==> src/rtl/pws_pkg.sv <==
package pws_pkg;
    typedef enum logic [1:0] {
        ST_IDLE  = 2'd0,
        ST_WRITE = 2'd1,
        ST_PROBE = 2'd2
    } issue_state_t;

    typedef enum logic {
        MODE_BEGIN = 1'b0,
        MODE_END   = 1'b1
    } store_mode_t;
endpackage

==> src/rtl/pws_lane_decode.sv <==
module pws_lane_decode #(
    parameter int BYTES = 4,
    localparam int OFF_W = $clog2(BYTES)
) (
    input  logic             mode,
    input  logic [OFF_W-1:0] offset,
    output logic [BYTES-1:0] lane_en
);
    import pws_pkg::*;

    // byte offset i lives in enable bit BYTES-1-i (big-endian lanes)
    for (genvar i = 0; i < BYTES; i++) begin : g_lane
        localparam logic [OFF_W-1:0] POS = OFF_W'(i);
        always_comb begin
            if (store_mode_t'(mode) == MODE_END)
                lane_en[BYTES-1-i] = (POS < offset);
            else
                lane_en[BYTES-1-i] = (POS >= offset);
        end
    end
endmodule

==> src/rtl/pws_lane_pack.sv <==
module pws_lane_pack #(
    parameter int BYTES = 4,
    localparam int DATA_W = 8 * BYTES
) (
    input  logic [DATA_W-1:0] data_in,
    input  logic [BYTES-1:0]  lane_en,
    output logic [DATA_W-1:0] data_out
);
    for (genvar j = 0; j < BYTES; j++) begin : g_byte
        assign data_out[8*j +: 8] = lane_en[j] ? data_in[8*j +: 8] : 8'h00;
    end
endmodule

==> src/rtl/pws_issue_fsm.sv <==
module pws_issue_fsm #(
    parameter int BYTES  = 4,
    parameter int ADDR_W = 32,
    localparam int DATA_W = 8 * BYTES
) (
    input  logic              clk,
    input  logic              rst_n,
    input  logic              req_valid,
    input  logic [ADDR_W-1:0] addr_in,
    input  logic [BYTES-1:0]  be_in,
    input  logic [DATA_W-1:0] data_in,
    output logic [ADDR_W-1:0] addr_q,
    output logic [BYTES-1:0]  be_q,
    output logic [DATA_W-1:0] data_q,
    output logic              write_o,
    output logic              probe_o
);
    import pws_pkg::*;

    issue_state_t state, state_n;

    always_comb begin
        if (!req_valid)
            state_n = ST_IDLE;
        else if (|be_in)
            state_n = ST_WRITE;
        else
            state_n = ST_PROBE;
    end

    always_ff @(posedge clk) begin
        if (!rst_n) begin
            state  <= ST_IDLE;
            addr_q <= '0;
            be_q   <= '0;
            data_q <= '0;
        end else begin
            state <= state_n;
            if (req_valid) begin
                addr_q <= addr_in;
                be_q   <= be_in;
                data_q <= data_in;
            end else begin
                be_q   <= '0;
            end
        end
    end

    always_comb begin
        write_o = 1'b0;
        probe_o = 1'b0;
        unique case (state)
            ST_IDLE:  ;
            ST_WRITE: write_o = 1'b1;
            ST_PROBE: probe_o = 1'b1;
            default:  ;
        endcase
    end

    AST_STATE_LEGAL: assert property (@(posedge clk) disable iff (!rst_n)
        state inside {ST_IDLE, ST_WRITE, ST_PROBE});
    AST_IDLE_AFTER_GAP: assert property (@(posedge clk) disable iff (!rst_n)
        !req_valid |=> (state == ST_IDLE));
    AST_NEXT_FOLLOWS_REQ: assert property (@(posedge clk) disable iff (!rst_n)
        req_valid |=> (state != ST_IDLE));
endmodule

==> src/rtl/pws_store_unit.sv <==
module pws_store_unit #(
    parameter int BYTES  = 4,
    parameter int ADDR_W = 32,
    localparam int DATA_W = 8 * BYTES,
    localparam int OFF_W  = $clog2(BYTES)
) (
    input  logic              clk,
    input  logic              rst_n,
    input  logic              req_valid,
    input  logic              req_mode,
    input  logic [ADDR_W-1:0] req_addr,
    input  logic [DATA_W-1:0] req_data,
    output logic [ADDR_W-1:0] wr_addr,
    output logic [BYTES-1:0]  wr_be,
    output logic [DATA_W-1:0] wr_data,
    output logic              wr_valid,
    output logic              probe_only
);
    logic [BYTES-1:0]  lane_en;
    logic [DATA_W-1:0] packed_data;
    logic [ADDR_W-1:0] aligned_addr;

    assign aligned_addr = {req_addr[ADDR_W-1:OFF_W], {OFF_W{1'b0}}};

    pws_lane_decode #(.BYTES(BYTES)) u_decode (
        .mode    (req_mode),
        .offset  (req_addr[OFF_W-1:0]),
        .lane_en (lane_en)
    );

    pws_lane_pack #(.BYTES(BYTES)) u_pack (
        .data_in  (req_data),
        .lane_en  (lane_en),
        .data_out (packed_data)
    );

    pws_issue_fsm #(.BYTES(BYTES), .ADDR_W(ADDR_W)) u_fsm (
        .clk       (clk),
        .rst_n     (rst_n),
        .req_valid (req_valid),
        .addr_in   (aligned_addr),
        .be_in     (lane_en),
        .data_in   (packed_data),
        .addr_q    (wr_addr),
        .be_q      (wr_be),
        .data_q    (wr_data),
        .write_o   (wr_valid),
        .probe_o   (probe_only)
    );

    AST_WRITE_OR_PROBE: assert property (@(posedge clk) disable iff (!rst_n)
        !(wr_valid && probe_only));
    AST_PROBE_NO_LANES: assert property (@(posedge clk) disable iff (!rst_n)
        probe_only |-> (wr_be == '0));
    AST_WRITE_HAS_LANES: assert property (@(posedge clk) disable iff (!rst_n)
        wr_valid |-> (wr_be != '0));
    AST_ADDR_ALIGNED: assert property (@(posedge clk) disable iff (!rst_n)
        (wr_valid || probe_only) |-> (wr_addr[OFF_W-1:0] == '0));
    AST_END_ZERO_PROBES: assert property (@(posedge clk) disable iff (!rst_n)
        (req_valid && req_mode && req_addr[OFF_W-1:0] == '0) |=> probe_only);

    for (genvar k = 0; k < BYTES; k++) begin : g_chk
        AST_IDLE_LANE_ZERO: assert property (@(posedge clk) disable iff (!rst_n)
            (wr_valid && !wr_be[k]) |-> (wr_data[8*k +: 8] == 8'h00));
    end
endmodule

==> config.mk <==
export PLATFORM = sky130hd
export DESIGN_NAME = pws_store_unit
export DESIGN_NICKNAME = d
export VERILOG_FILES = /design/src/rtl/pws_pkg.sv /design/src/rtl/pws_lane_decode.sv /design/src/rtl/pws_lane_pack.sv /design/src/rtl/pws_issue_fsm.sv /design/src/rtl/pws_store_unit.sv
export SDC_FILE = /design/constraint.sdc
export NUM_CORES = 1
export LEC_CHECK = 0
export BUFFER_PORTS_ARGS = -buffer_cell sky130_fd_sc_hd__buf_2
export CAP_MARGIN = 20
export CORE_ASPECT_RATIO = 0.5
export CORE_UTILIZATION = 47
export CTS_CLUSTER_DIAMETER = 120
export DETAILED_ROUTE_END_ITERATION = 8
export PLACE_DENSITY = 0.95
export RECOVER_POWER = 25
export SYNTH_ARGS = -nofsm -noshare
export SYNTH_HDL_FRONTEND = slang
export SYNTH_SLANG_ARGS = --single-unit
==> constraint.sdc <==
create_clock -name clk -period 2.5 [get_ports clk]
set_input_delay 0.25 -clock clk [delete_from_list [all_inputs] [get_ports clk]]
set_output_delay 0.25 -clock clk [all_outputs]
set_load 0.1 [all_outputs]
==> results.md <==
* Sequential Power Share at about 41%
* DRC errors left at 0
* Final period utilization at 60.72%
* Share of cells above drive strength 1 at 44.25%
* Hold Slack at between 0.1 and 0.15 ns
* Clk_skew at 0 ns
* Type of the most critical hold path: in2reg
* Crit path max fanout at 40
* Critical-path cell list: buf_2, nand2_1, a21oi_1, a22o_1
* GPL Wtd Cong at around 0.7
* CTS Buf Count at 9
* Hold Crit Depth at 2
* Syn Area/Cell at approximately 12 sq um
* Maximum clock path buffer count at 2
* Status: completed
* Num Clock Sinks at between 60 and 70
* Area Overhead vs Synth at 37.98%
* Post-layout instance area at ~0.0033 sq mm
* Tot Pwr at approximately 2.8 mW
* Total area of sequential cells at 0.001361 sq mm
* Synthesis warning total at 0
* Final worst setup slack at 0.9820 ns
* WHS Endpoint: u_fsm.data_q[27]$_SDFFE_PN0P_
* GRT Total Usage at roughly a fifth
* Leakage power at ~1.7 nW
* Final setup viols at 0
* ANT cells at 0
* Place WS at roughly 0.90 ns
* Top cells by area in the synthesized netlist: dfxtp_1 (56%), mux2i_1 (12%), nor2b_1 (8.8%)
* Via count at about 2,000
* Post-synth top flop: dfxtp_1
* Grt total ovfl at 0
* Post-synthesis sequential area ratio at about 56%
* Yosys reg bits at slightly below 70
* # port buffers at ~140
* Largest net degree at the start of global routing at slightly above 40
* Hold buffer count at cts at 0
* Die span in x at 103.4 um
* Setup bufs post-CTS at 0
* Vias in the first global route at 1,835
* CP delay by family, top: compound AO/OA/AOI/OAI gates
* Peak supply drop at around 0.43 mV
* Starting density of the core at about half
* Final hold violation count at 0
* Area after DPL at between 0.003 and 0.004 sq mm
* Number of synthesized flops with an enable pin at 0
* Worst r2r src: u_fsm.data_q[16]$_SDFFE_PN0P_
* Max frequency at 658.8 MHz
* R2R depth at 2
* Combinational share of power at 22.7%
* Core area at 0.004932 sq mm
* Global-route wire length before repair at ~8 mm
* Post_cts resized at 0
* Clk slew on worst S/H paths at approximately 0.070 ns
* Final slew viol count at 0
* H-tree level count at 3
* Synth cell types at 24
* R2R setup slack at around 1.8 ns
* Syn Inst Count at roughly 210
* Initial antenna violation count at 0
* Synthesized area at approximately 0.0024 sq mm
* P per Cell Area at around 850 mW/mm^2
* Worst-skew pair later-pin latency at around 0.33 ns
* Final ANT Viol Nets at 0
* RSZ-0062 raised after global routing: no
* HP Start: req_data[27]
* Crit path max-delay cell type: a21oi_1
* Die Area at ~0.0054 sq mm
* Drt first pass iters at 4
* Final TNS setup at 0 ns
* Sw Ratio at around a third
* Critical Path RT at 2.77 ns
* Crit. End Element: flip-flop
* Per-cell routed wire length at between 10 and 15 um
* RR Endpoint: u_fsm.data_q[16]$_SDFFE_PN0P_
* Async S/R FF share, synth at 0%
* Area of the multi-input gates at approximately 960 sq um
* WP buf/inv at 1
* Max_slew headroom at between 50% and 60%
* Top-count cell post-synth: dfxtp_1
* WS Path Type: in2reg
* Starting DRT DRC Count at between 70 and 80
* Worst-Margin Slew at roughly 0.73 ns
* Maxcap violations at 0
* Share of the synthesized area in the top cell type at between 50 and 60%
* Synth top cells by count: dfxtp_1 (68), nor2b_1 (34), mux2i_1 (30)
* Die Span Y at around 53 um
* CP Launch Type: input pin
* Cell taking the most area after synthesis: dfxtp_1
* Power Internal at between 1.5 and 2 mW
* Final Net Count at roughly 410
* Fillers at roughly 380
* DR vias/cell at 4.818
* Root Driver: clkbuf_8
* Clock power frac at between 30% and 40%
* CTS tree: yes
* Net switching power at 0.9215 mW
* Row count at 18
* Num ports at around 140
* Post-Route WL at roughly 5.5 mm
* HPWL Detailed at between 3 and 4 mm
* Worst path arrival time at between 1.5 and 2 ns
* Minimum clock period at 1.518 ns
* Crit-path max cell delay at slightly above 0.6 ns
==> metrics by stage <==
step / std cells / util [%]
6_report: 418 / 67.55
5_1_grt: 418 / 67.55
4_1_cts: 418 / 67.88
3_5_place_dp: 402 / 63.09
3_3_place_gp: 402 / 63.09
2_1_floorplan: 210 / -
==> power groups by stage <==
stage	clock network [mW]	registers, mW	logic, mW
2_1_floorplan	0	1.57	0.141
3_3_place_gp	0	1.18	0.636
3_5_place_dp	0	1.19	0.647
4_1_cts	1.05	1.16	0.649
5_1_grt	1.10	1.17	0.668
6_report	1.03	1.16	0.644
==> worst max-delay path by stage <==
stage | cells past startpoint | from | endpoint
final | 4 | rst_n | u_fsm.data_q[28]$_SDFFE_PN0P_
after floorplan | 1 | u_fsm.state[1]$_SDFF_PN0_ | probe_only
after CTS | 2 | u_fsm.state[1]$_SDFF_PN0_ | probe_only
after global placement | 4 | req_valid | u_fsm.data_q[15]$_SDFFE_PN0P_
after detailed placement | 4 | rst_n | u_fsm.data_q[9]$_SDFFE_PN0P_
after global routing | 4 | rst_n | u_fsm.data_q[29]$_SDFFE_PN0P_
==> area by class of cell <==
cell class | instances | share of cell area [%]
clock buffers | 13 | 5.069
multi-input cells | 127 | 28.69
flip-flops and latches | 68 | 40.86
repair buffers | 137 | 20.73
clock inverters | 3 | 2.028
well taps | 70 | 2.629
==> kinds of logic (layout without fill, tap and decap cells) <==
family / after synthesis / after routing / share of synthesized area, %
flops: 68 / 68 / 56.37
simple gates: 57 / 57 / 14.20
compound gates: 37 / 37 / 12.95
mux: 30 / 30 / 12.44
buf+inv: 15 / 153 / 3.523
other cells: 1 / 2 / 0.1553
xor+xnor: 1 / 1 / 0.3628
==> placed cells by master (no fill, tap or decap) <==
| master | instances |
|---|---|
| conb_1 | 2 |
| buf_4 | 2 |
| nor2_1 | 3 |
| clkbuf_1 | 1 |
| nand2_1 | 2 |
| or3_4 | 1 |
| bufinv_16 | 2 |
| a21boi_0 | 8 |
| buf_2 | 135 |
| mux2i_1 | 30 |
| clkinvlp_4 | 1 |
| xnor2_1 | 1 |
| nor2b_1 | 34 |
| a21oi_2 | 1 |
| nand3_1 | 9 |
| o21ai_0 | 1 |
| nand2b_1 | 8 |
| a21oi_1 | 2 |
| a22o_1 | 24 |
| clkbuf_8 | 12 |
| a21o_1 | 1 |
| dfxtp_1 | 68 |
==> registers in the layout (all words and copies together) (netlist names) <==
name	flops
u_fsm.be_q	4
u_fsm.addr_q	30
u_fsm.state	2
u_fsm.data_q	32
==> per-layer routing <==
layer	part of all wire, %	track usage [%]
met1	41	19.85
met2	52	36.75
met3	4.5	6.533
met4	1.8	9.859
met5	0	0
Note: power is estimated with default switching activity, not from simulation.
